==> config.mk <==
export PLATFORM = sky130hd
export DESIGN_NAME = irq_deleg_arbiter
export DESIGN_NICKNAME = d
export VERILOG_FILES = /design/src/rtl/irq_arb_pkg.sv /design/src/rtl/irq_dlg_reg.sv /design/src/rtl/irq_elig.sv /design/src/rtl/irq_low_pick.sv /design/src/rtl/irq_deleg_arbiter.sv
export SDC_FILE = /design/constraint.sdc
export NUM_CORES = 1
export LEC_CHECK = 0
export ABC_AREA = 1
export CAP_MARGIN = 0
export CORE_MARGIN = 2
export CORE_UTILIZATION = 28
export DETAILED_ROUTE_END_ITERATION = 16
export DONT_BUFFER_PORTS = 1
export PLACE_DENSITY = 0.55
export SLEW_MARGIN = 20
export SYNTH_ARGS = -nofsm -noshare
export SYNTH_HDL_FRONTEND = slang
export SYNTH_SLANG_ARGS = --single-unit
==> constraint.sdc <==
create_clock -name clk -period 1.75 [get_ports clk]
set_input_delay 0.35 -clock clk [delete_from_list [all_inputs] [get_ports clk]]
set_output_delay 0.35 -clock clk [all_outputs]
set_load 0.01 [all_outputs]
==> src/rtl/irq_arb_pkg.sv <==
package irq_arb_pkg;

  typedef enum logic [1:0] {
    PRIV_USER  = 2'd0,
    PRIV_SUPER = 2'd1,
    PRIV_RSVD  = 2'd2,
    PRIV_MACH  = 2'd3
  } priv_e;

  // Reserved encoding folds onto user level
  function automatic priv_e priv_fold(input logic [1:0] raw);
    priv_e p;
    case (raw)
      2'd1:    p = PRIV_SUPER;
      2'd3:    p = PRIV_MACH;
      default: p = PRIV_USER;
    endcase
    return p;
  endfunction

endpackage

==> src/rtl/irq_dlg_reg.sv <==
module irq_dlg_reg #(
  parameter int               NUM_IRQ    = 16,
  parameter logic [NUM_IRQ-1:0] DELEG_MASK = 16'h1222
) (
  input  logic               clk,
  input  logic               rst_n,
  input  logic               wr_en,
  input  logic [NUM_IRQ-1:0] wr_data,
  output logic [NUM_IRQ-1:0] q
);

  // Only delegable positions get a flop; the rest are tied to zero
  for (genvar i = 0; i < NUM_IRQ; i++) begin : g_bit
    if (DELEG_MASK[i]) begin : g_live
      logic bit_q;
      always_ff @(posedge clk or negedge rst_n) begin
        if (!rst_n)     bit_q <= 1'b0;
        else if (wr_en) bit_q <= wr_data[i];
      end
      assign q[i] = bit_q;
    end else begin : g_tied
      assign q[i] = 1'b0;
    end
  end

endmodule

==> src/rtl/irq_elig.sv <==
module irq_elig
  import irq_arb_pkg::*;
#(
  parameter int NUM_IRQ = 16
) (
  input  logic [NUM_IRQ-1:0] pend,
  input  logic [NUM_IRQ-1:0] en,
  input  logic [NUM_IRQ-1:0] dlg,
  input  logic [1:0]         priv_raw,
  input  logic               m_gie,
  input  logic               s_gie,
  output logic [NUM_IRQ-1:0] elig
);

  priv_e               priv;
  logic                mach_ok;
  logic                sup_ok;
  logic [NUM_IRQ-1:0]  cand;

  always_comb begin
    priv    = priv_fold(priv_raw);
    // machine handler: any lower level, or machine level with its enable
    mach_ok = (priv != PRIV_MACH) || m_gie;
    // supervisor handler: user level, or supervisor level with its enable
    sup_ok  = (priv == PRIV_USER) || ((priv == PRIV_SUPER) && s_gie);
    cand    = pend & en;
    elig    = (cand & ~dlg & {NUM_IRQ{mach_ok}})
            | (cand &  dlg & {NUM_IRQ{sup_ok}});
  end

endmodule

==> src/rtl/irq_low_pick.sv <==
module irq_low_pick #(
  parameter int NUM_IRQ = 16,
  localparam int IDX_W  = (NUM_IRQ > 1) ? $clog2(NUM_IRQ) : 1
) (
  input  logic [NUM_IRQ-1:0] req,
  output logic               any,
  output logic [IDX_W-1:0]   idx
);

  logic [NUM_IRQ-1:0] seen_below;
  logic [NUM_IRQ-1:0] first;

  assign seen_below[0] = 1'b0;
  for (genvar i = 1; i < NUM_IRQ; i++) begin : g_chain
    assign seen_below[i] = seen_below[i-1] | req[i-1];
  end

  assign first = req & ~seen_below;
  assign any   = |req;

  always_comb begin
    idx = '0;
    for (int i = 0; i < NUM_IRQ; i++) begin
      if (first[i]) idx = idx | IDX_W'(i);
    end
  end

endmodule

==> src/rtl/irq_deleg_arbiter.sv <==
module irq_deleg_arbiter #(
  parameter int                 NUM_IRQ    = 16,
  parameter int                 XLEN       = 32,
  parameter logic [NUM_IRQ-1:0] DELEG_MASK = 16'h1222
) (
  input  logic               clk,
  input  logic               rst_n,
  input  logic               dlg_wr_en,
  input  logic [NUM_IRQ-1:0] dlg_wr_data,
  output logic [NUM_IRQ-1:0] dlg_q,
  input  logic [NUM_IRQ-1:0] irq_pend,
  input  logic [NUM_IRQ-1:0] irq_en,
  input  logic [1:0]         cur_priv,
  input  logic               m_gie,
  input  logic               s_gie,
  input  logic               boundary_vld,
  output logic               take_irq,
  output logic [XLEN-1:0]    irq_cause
);

  localparam int IDX_W = (NUM_IRQ > 1) ? $clog2(NUM_IRQ) : 1;

  logic [NUM_IRQ-1:0] elig;
  logic               any_elig;
  logic [IDX_W-1:0]   win_idx;

  irq_dlg_reg #(.NUM_IRQ(NUM_IRQ), .DELEG_MASK(DELEG_MASK)) u_dlg (
    .clk     (clk),
    .rst_n   (rst_n),
    .wr_en   (dlg_wr_en),
    .wr_data (dlg_wr_data),
    .q       (dlg_q)
  );

  irq_elig #(.NUM_IRQ(NUM_IRQ)) u_elig (
    .pend     (irq_pend),
    .en       (irq_en),
    .dlg      (dlg_q),
    .priv_raw (cur_priv),
    .m_gie    (m_gie),
    .s_gie    (s_gie),
    .elig     (elig)
  );

  irq_low_pick #(.NUM_IRQ(NUM_IRQ)) u_pick (
    .req (elig),
    .any (any_elig),
    .idx (win_idx)
  );

  always_comb begin
    irq_cause              = '0;
    irq_cause[XLEN-1]      = any_elig;
    irq_cause[IDX_W-1:0]   = any_elig ? win_idx : '0;
  end

  assign take_irq = boundary_vld & any_elig;

endmodule

==> results of run 1 <==
where the power goes:
| group | internal (mW) | switching [mW] |
|---|---|---|
| Clock | 0.147 | 0.0469 |
| Sequential | 0.102 | 0.00932 |
| Combinational | 0.115 | 0.184 |
cell usage after synthesis:
cell type | number | area [µm²]
nand2_8 | 1 | 20.0
a21oi_2 | 2 | 17.5
nor2_4 | 2 | 22.5
nor3_1 | 1 | 5.00
clkinv_1 | 1 | 3.75
nand3b_1 | 1 | 7.51
nand4_1 | 3 | 18.8
o21ai_0 | 4 | 20.0
conb_1 | 1 | 3.75
buf_8 | 1 | 15.0
nor2_8 | 2 | 40.0
clkinv_2 | 1 | 5.00
nand2_4 | 2 | 22.5
a21o_1 | 1 | 7.51
inv_1 | 10 | 37.5
or2_1 | 1 | 6.26
a21boi_0 | 1 | 7.51
o21a_1 | 1 | 7.51
nand2_2 | 2 | 12.5
nand3_1 | 7 | 35.0
or3_1 | 1 | 6.26
nand3_4 | 4 | 70.1
inv_2 | 4 | 15.0
nor2_1 | 19 | 71.3
buf_4 | 44 | 330
a21oi_1 | 2 | 10.0
nor2_2 | 1 | 6.26
nand2_1 | 35 | 131
nand3_2 | 4 | 40.0
dfrtp_1 | 4 | 100
o21ai_2 | 1 | 8.76
worst paths after layout:
path                                                       endpoint  depth (start not counted)
min reg2reg                 u_dlg.g_bit[5].g_live.bit_q$_DFFE_PN0P_                          2
min                         u_dlg.g_bit[9].g_live.bit_q$_DFFE_PN0P_                          1
max reg2reg                 u_dlg.g_bit[9].g_live.bit_q$_DFFE_PN0P_                          3
max                                                    irq_cause[2]                          8
min in group asynchronous   u_dlg.g_bit[9].g_live.bit_q$_DFFE_PN0P_                          1
max in group asynchronous  u_dlg.g_bit[12].g_live.bit_q$_DFFE_PN0P_                          1
worst max-delay path, delay by kind of cell, from the launching register on:
| kind | cells | cell delay [ns] |
|---|---|---|
| buffers and inverters | 1 | 0.07 |
| flip-flops | 1 | 0.39 |
| AND/OR/NAND/NOR | 7 | 0.84 |
logic make-up (layout without fill, tap and decap cells):
| logic type | count (synthesis) | in the layout |
|---|---|---|
| compound gates | 12 | 12 |
| buf+inv | 61 | 35 |
| flops | 4 | 4 |
| other cells | 1 | 39 |
| simple gates | 86 | 86 |
metrics by stage:
| step | setup slack (ns) | utilization (%) | hold WS, ns |
|---|---|---|---|
| after floorplan | -0.00522 | - | 0.0544 |
| after global placement | -0.125 | 28.0 | 0.0545 |
| after detailed placement | -0.137 | 28.0 | 0.0545 |
| after CTS | -0.164 | 29.9 | 0.237 |
| after global routing | -0.246 | 32.3 | 0.240 |
| final | -0.118 | 32.3 | 0.240 |
layout make-up:
| type | instances | area (µm²) |
|---|---|---|
| repair buffers | 16 | 148 |
| inverters | 16 | 61.3 |
| clock buffers | 3 | 41.3 |
| flip-flops and latches | 4 | 101 |
| well taps | 48 | 60.1 |
| multi-input cells | 137 | 788 |
| fillers | 424 | 2520 |
routing by layer:
| layer | part of all wire (%) | GRT usage (%) | wire (µm) | vias to the layer above |
|---|---|---|---|---|
| met5 | 0 | 0 | 0 | - |
| met4 | 0.63 | 2.30 | 13 | 0 |
| met3 | 11 | 2.70 | 218 | 2 |
| met2 | 50 | 16.5 | 1030 | 58 |
| met1 | 39 | 10.3 | 797 | 378 |
| li1 | - | - | - | 454 |
timing repair:
action                                 4_1_cts  5_1_grt
endpoints found under the hold margin        4        0
cloned                                       0        0
setup endpoints to repair                    6        6
pin swaps                                    5       10
gates resized for setup                      5       16
setup buffers                                1        5
hold buffers                                 1        0
==> results.json, run 1 <==
{
  "grt_max_degree": 9,
  "final_common_cell": "conb_1",
  "syn_area_um2": 1100,
  "io_buffers": 0,
  "critical_path_arrival_ns": 1.52,
  "hold_path.startpoint": "dlg_wr_en",
  "dieArea_um2": 4460,
  "violations": "setup timing",
  "detail-route-antenna-nets": 0,
  "core_area_um2": 3720,
  "cp_max_fo": 6,
  "fmax_ghz": 0.535,
  "final_cell_area_um2": 1200,
  "layout_common_cells": "conb_1 (39), nand2_1 (29), nor2_1 (14)",
  "irDropWorstVdd_mv": 0.254,
  "placed_area_um2": 1040,
  "largest_reg_flops": 4,
  "cp_slowest_cell": "dfrtp_1",
  "finalSetupViolCount": 5,
  "hold_viol_final": 0,
  "synthCells": 164,
  "drive_above_1_share_pct": 36.4,
  "crit_required_ns": 1.40,
  "synth-simple-area-share_pct": 46.7,
  "antenna_cells": 0,
  "regMostFlops": "u_dlg.g_bit.g_live.bit_q",
  "instances_no_fill": 224,
  "rows": 22,
  "top_regs": "u_dlg.g_bit.g_live.bit_q: 4 flops",
  "crit_path_start_kind": "register",
  "cts_sinks": 4,
  "avgSynthCellArea_um2": 6.74,
  "worst_slack_ns": -0.118,
  "reg2reg_from": "u_dlg.g_bit[9].g_live.bit_q$_DFFE_PN0P_",
  "grt_pass1_wl_mm": 3.06,
  "total_power_uw": 604,
  "grt_remaining_overflow": 0,
  "first_iter_violations": 27,
  "synthDistinctLibCells": 31,
  "drtPass1Iterations": 4,
  "r2r_slack_ns": 1.00,
  "synthAdderAreaFrac_pct": 0,
  "hp-class": "in2reg",
  "antenna_found_initial": 0,
  "fin_tns_setup_ns": -0.412,
  "fin_crit_sh_pct": 107,
  "drcViolationCount": 0,
  "die_y_um": 66.8,
  "leakagePower_nw": 0.641,
  "ys_seq_area_share_pct": 9.06,
  "clkLatencyLatePin_ns": 0.22,
  "path_cells": "inv_2 > nor2_2 > nand2_2 > nand3_4 > nor2_8 > nand3_4 > nor2_1 > nand3b_1",
  "synth.area.mux_share_pct": 0,
  "area_delta_synth_final_pct": 8.61,
  "cp_common_cell": "nand3_4",
  "post-route-min-period_ns": 1.87,
  "clockRootBuffer": "clkbuf_8",
  "max_stage_delay_ns": 0.39,
  "start_util_pct": 29.7,
  "yosysWarnings": 0,
  "grt.total_usage_pct": 9.11,
  "power.density_nw_per_um2": 503,
  "status": "finished with violations",
  "rsz0062_at_grt": "true",
  "startpoint": "u_dlg.g_bit[1].g_live.bit_q$_DFFE_PN0P_",
  "wl_per_cell_um": 9.19,
  "synthXorXnorAreaFrac_pct": 0,
  "hpwl_mm": 1.80,
  "cap_violations": 0,
  "place.gp.congestion": 0.774,
  "skew_ns": 0,
  "wl_mm": 2.06,
  "clk_pin_slew_ns": 0.03,
  "dpl.cell_count": 214,
  "slew_violations": 0,
  "path_class": "reg2out",
  "cts_tree": "done",
  "cts-buffers-inserted": 3,
  "grt_pass1_vias": 746,
  "io_pins": 105,
  "end_kind": "output pin",
  "synth_top_family_by_area": "simple AND/OR/NAND/NOR gates",
  "ys_seq_elements": 4,
  "chipWidth_um": 66.8,
  "vias": 892,
  "avgViaCountPerCell": 3.98,
  "htree_levels": 1,
  "cts_buffer_depth": 2,
  "nets": 234,
  "synth-compound-area-share_pct": 7.13
}
Power figures use the tool's default switching activity.
==> run 2: changes to the inputs <==
==> constraint.sdc (replaced) <==
create_clock -name clk -period 1.75 [get_ports clk]
set_input_delay 0.2625 -clock clk [delete_from_list [all_inputs] [get_ports clk]]
set_output_delay 0.2625 -clock clk [all_outputs]
set_load 0.01 [all_outputs]
==> results.json, run 2 (synthesis results as in run 1) <==
{
  "dpl.cell_count": 207,
  "layout_common_cells": "conb_1 (39), nand2_1 (32), nor2_1 (14)",
  "die_y_um": 66.8,
  "crit_path_start_kind": "register",
  "slew_violations": 0,
  "avgViaCountPerCell": 4.00,
  "power.density_nw_per_um2": 512,
  "drcViolationCount": 0,
  "path_class": "reg2out",
  "place.gp.congestion": 0.742,
  "io_buffers": 0,
  "io_pins": 105,
  "cp_slowest_cell": "dfrtp_2",
  "rsz0062_at_grt": "true",
  "grt_max_degree": 9,
  "skew_ns": 0,
  "grt_pass1_wl_mm": 3.13,
  "grt_pass1_vias": 737,
  "cts_tree": "done",
  "largest_reg_flops": 4,
  "vias": 857,
  "rows": 22,
  "final_common_cell": "conb_1",
  "final_core_util_pct": 29.7,
  "crit_required_ns": 1.49,
  "drive_above_1_share_pct": 28.9,
  "path_cells": "inv_2 > nor2_2 > nand2_2 > nand3_4 > nor2_8 > nand3_4 > nor2_4 > nand2_2 > nand3b_1",
  "wl_mm": 2.06,
  "cts_buffer_depth": 2,
  "grt_remaining_overflow": 0,
  "antenna_cells": 0,
  "cap_violations": 0,
  "wl_per_cell_um": 9.61,
  "drtPass1Iterations": 4,
  "antenna_found_initial": 0,
  "dieArea_um2": 4460,
  "grt.total_usage_pct": 9.05,
  "hold_viol_final": 0,
  "top_regs": "u_dlg.g_bit.g_live.bit_q: 4 flops",
  "fmax_ghz": 0.540,
  "regMostFlops": "u_dlg.g_bit.g_live.bit_q",
  "hpwl_mm": 1.86,
  "nets": 224,
  "post-route-min-period_ns": 1.85,
  "htree_levels": 1,
  "first_iter_violations": 17,
  "clkLatencyLatePin_ns": 0.21,
  "core_area_um2": 3720,
  "detail-route-antenna-nets": 0,
  "critical_path_arrival_ns": 1.59,
  "hp-class": "in2reg",
  "fin_crit_sh_pct": 106,
  "start_util_pct": 29.7,
  "worst_slack_ns": -0.101,
  "cts-buffers-inserted": 3,
  "crit_family": "simple AND/OR/NAND/NOR gates",
  "leakagePower_nw": 0.588,
  "cp_max_fo": 5,
  "cts_sinks": 4,
  "max_stage_delay_ns": 0.43,
  "area_delta_synth_final_pct": 0,
  "end_kind": "output pin",
  "irDropWorstVdd_mv": 0.162,
  "status": "finished with violations",
  "chipWidth_um": 66.8,
  "path_buf_inv": 1,
  "instances_no_fill": 214,
  "clockRootBuffer": "clkbuf_8",
  "finalSetupViolCount": 4,
  "clk_pin_slew_ns": 0.03,
  "violations": "setup timing"
}
## run 2: stage by stage
stage	power (mW)	cell area, µm²	setup WS, ns	hold slack (ns)	setup TNS [ns]
6_report	0.566	1100	-0.101	0.151	-0.270
3_3_place_gp	0.350	990	0.0498	-0.0330	0
4_1_cts	0.557	1070	-0.116	0.153	-0.443
2_1_floorplan	0.395	1250	0.170	-0.0331	0
3_5_place_dp	0.353	990	0.0320	-0.0330	0
5_1_grt	0.611	1100	-0.200	0.162	-0.822
## run 2: routing by layer
layer	wire (µm)	part of all wire [%]	global-route usage, %
met1	767	37	10.9
met3	170	8.3	1.18
met4	0	0	1.53
met2	1120	54	17.1
met5	0	0	0
## run 2: final timing paths
kind | slack, ns | from | depth (start not counted) | to
worst max-delay path | -0.10 | u_dlg.g_bit[5].g_live.bit_q$_DFFE_PN0P_ | 9 | irq_cause[2]
worst min-delay path | 0.15 | dlg_wr_en | 1 | u_dlg.g_bit[5].g_live.bit_q$_DFFE_PN0P_
worst max register to register | 0.91 | u_dlg.g_bit[9].g_live.bit_q$_DFFE_PN0P_ | 3 | u_dlg.g_bit[9].g_live.bit_q$_DFFE_PN0P_
worst min register to register | 0.57 | u_dlg.g_bit[1].g_live.bit_q$_DFFE_PN0P_ | 2 | u_dlg.g_bit[1].g_live.bit_q$_DFFE_PN0P_
max in group asynchronous | 1.25 | rst_n | 1 | u_dlg.g_bit[5].g_live.bit_q$_DFFE_PN0P_
min in group asynchronous | 0.32 | rst_n | 1 | u_dlg.g_bit[1].g_live.bit_q$_DFFE_PN0P_
## run 2: what timing repair did
action	CTS	global route
hold buffers	1	0
hold endpoints to repair	4	0
cloned	0	0
setup endpoints to repair	6	6
pin swaps	1	8
resized for setup	5	10
setup buffers	1	2
## run 2: worst register-to-register path, cell delays in order (launching register included)
cell     delay (ns)
dfrtp_1        0.42
inv_2          0.06
buf_4          0.13
o21ai_0        0.15
## run 2: power breakdown
group / internal [mW] / switching [mW] / leakage [nW] / total [mW]
logic: 0.0877 / 0.174 / 0.519 / 0.262
registers: 0.102 / 0.0117 / 0.0474 / 0.114
clock network: 0.146 / 0.0444 / 0.0216 / 0.191
## run 2: final cells by class
class,instances,area [µm²]
clock buffer,3,41.3
fill,430,2610
inverter,16,61.3
multi-input combinational,137,781
sequential,4,101
tap,48,60.1
timing repair buffer,6,60.1
==> run 3: changes to the inputs <==
--- a/config.mk
+++ b/config.mk
@@ -8,11 +8,12 @@
 export ABC_AREA = 1
 export CAP_MARGIN = 0
 export CORE_MARGIN = 2
-export CORE_UTILIZATION = 28
+export CORE_UTILIZATION = 37
 export DETAILED_ROUTE_END_ITERATION = 16
 export DONT_BUFFER_PORTS = 1
-export PLACE_DENSITY = 0.55
+export PLACE_DENSITY = 0.65
 export SLEW_MARGIN = 20
 export SYNTH_ARGS = -nofsm -noshare
 export SYNTH_HDL_FRONTEND = slang
 export SYNTH_SLANG_ARGS = --single-unit
+export TNS_END_PERCENT = 20
==> results.json, run 3 (synthesis results as in run 1) <==
{
  "crit_family": "simple AND/OR/NAND/NOR gates",
  "wl_per_cell_um": 9.51,
  "hp-class": "in2reg",
  "fin_crit_sh_pct": 106,
  "placed_area_um2": 976,
  "dpl.cell_count": 191,
  "worst-r2r-cell-count": 3,
  "vias": 836,
  "cp_common_cell": "nand3_4",
  "top_regs": "u_dlg.g_bit.g_live.bit_q: 4 flops",
  "io_buffers": 0,
  "cts_sinks": 4,
  "dp_slack_ns": 0.0436,
  "grt_remaining_overflow": 0,
  "path_class": "reg2out",
  "detail-route-antenna-nets": 0,
  "antenna_found_initial": 0,
  "slew_violations": 0,
  "nets": 223,
  "cp_max_fo": 5,
  "clk_pin_slew_ns": 0.04,
  "final_common_cell": "conb_1",
  "path_buf_inv": 1,
  "final_cell_area_um2": 1030,
  "final_core_util_pct": 36.7,
  "cp_num_cells": 9,
  "wl_mm": 1.86,
  "drcViolationCount": 4,
  "area_delta_synth_final_pct": -6.91,
  "grt_pass1_wl_mm": 2.68,
  "critical_path_arrival_ns": 1.59,
  "finalSetupViolCount": 6,
  "path_cells": "inv_1 > nor2_1 > nand2_1 > nand3_4 > nor2_8 > nand3_4 > nor2_4 > nand2_2 > nand3_1",
  "dieArea_um2": 3440,
  "core_area_um2": 2810,
  "first_iter_violations": 15,
  "crit_required_ns": 1.49,
  "io_pins": 105,
  "layout_common_cells": "conb_1 (39), nand2_1 (35), nor2_1 (17)",
  "fill_cells": 312,
  "grt_pass1_vias": 648,
  "leakagePower_nw": 0.567,
  "grt.total_usage_pct": 10.1,
  "clockRootBuffer": "clkbuf_4",
  "cts-buffers-inserted": 3,
  "hold_ws_ns": 0.134,
  "violations": "DRC, setup timing",
  "drive_above_1_share_pct": 21.8,
  "antenna_cells": 0,
  "cts_tree": "done",
  "irDropWorstVdd_mv": 0.259,
  "rows": 19,
  "clkLatencyLatePin_ns": 0.23,
  "power.density_nw_per_um2": 459,
  "cap_violations": 0,
  "cts_buffer_depth": 2,
  "hpwl_mm": 1.64,
  "skew_ns": 0,
  "chipWidth_um": 58.6,
  "start_util_pct": 39.4,
  "avgViaCountPerCell": 4.27,
  "regMostFlops": "u_dlg.g_bit.g_live.bit_q",
  "status": "finished with violations",
  "htree_levels": 1,
  "post-route-min-period_ns": 1.86,
  "fmax_ghz": 0.539,
  "drtPass1Iterations": 10,
  "worst_slack_ns": -0.106,
  "instances_no_fill": 196,
  "max_stage_delay_ns": 0.42,
  "crit_path_start_kind": "register",
  "largest_reg_flops": 4,
  "cp_slowest_cell": "dfrtp_1",
  "grt_max_degree": 9,
  "end_kind": "output pin",
  "hold_path_depth": 1,
  "rsz0062_at_grt": "true",
  "hold_viol_final": 0,
  "die_y_um": 58.6,
  "place.gp.congestion": 0.760
}
[run 3: cell count changes in the layout (fill, tap and decap cells not counted), sizes merged]
cell and change:
buf -1
[run 3: layout make-up]
type	instances	area [µm²]	area share (%)
Clock buffer	3	22.5	2.19
Timing Repair Buffer	5	52.6	5.11
Inverter	16	61.3	5.96
Tap cell	31	38.8	3.77
Multi-Input combinational cell	137	753	73.2
Sequential cell	4	100	9.73
[run 3: what timing repair did]
item                                    4_1_cts  5_1_grt
gates resized for setup                       2        3
setup buffers                                 0        1
hold buffers                                  1        0
hold endpoints to repair                      4        0
pin swaps                                     1        3
endpoints found under the setup margin        6        6
[run 3: worst paths after layout]
path / start / slack (ns) / to
setup reg to reg: u_dlg.g_bit[9].g_live.bit_q$_DFFE_PN0P_ / 0.94 / u_dlg.g_bit[9].g_live.bit_q$_DFFE_PN0P_
hold / removal: dlg_wr_en / 0.13 / u_dlg.g_bit[9].g_live.bit_q$_DFFE_PN0P_
setup / recovery: u_dlg.g_bit[5].g_live.bit_q$_DFFE_PN0P_ / -0.11 / irq_cause[0]
max in group asynchronous: rst_n / 1.29 / u_dlg.g_bit[1].g_live.bit_q$_DFFE_PN0P_
hold reg to reg: u_dlg.g_bit[1].g_live.bit_q$_DFFE_PN0P_ / 0.58 / u_dlg.g_bit[1].g_live.bit_q$_DFFE_PN0P_
min in group asynchronous: rst_n / 0.29 / u_dlg.g_bit[9].g_live.bit_q$_DFFE_PN0P_
[run 3: routing by layer]
metal	track usage (%)	share of wire (%)	vias up
met1	13.1	40	341
met5	0	0	-
met3	3.74	12	0
met2	16.5	48	59
met4	0.974	0	0
li1	-	-	436
[run 3: report_power, final]
| part | switching (mW) | leakage, nW | internal, mW |
|---|---|---|---|
| Combinational | 0.166 | 0.504 | 0.0800 |
| Sequential | 0.0117 | 0.0486 | 0.101 |
| Clock | 0.0357 | 0.0138 | 0.0765 |
[run 3: metrics by stage]
| stage | power, mW | setup TNS [ns] |
|---|---|---|
| 6_report | 0.472 | -0.463 |
| 5_1_grt | 0.523 | -1.19 |
| 4_1_cts | 0.473 | -0.519 |
| 3_5_place_dp | 0.352 | 0 |
| 3_3_place_gp | 0.350 | 0 |
| 2_1_floorplan | 0.395 | 0 |
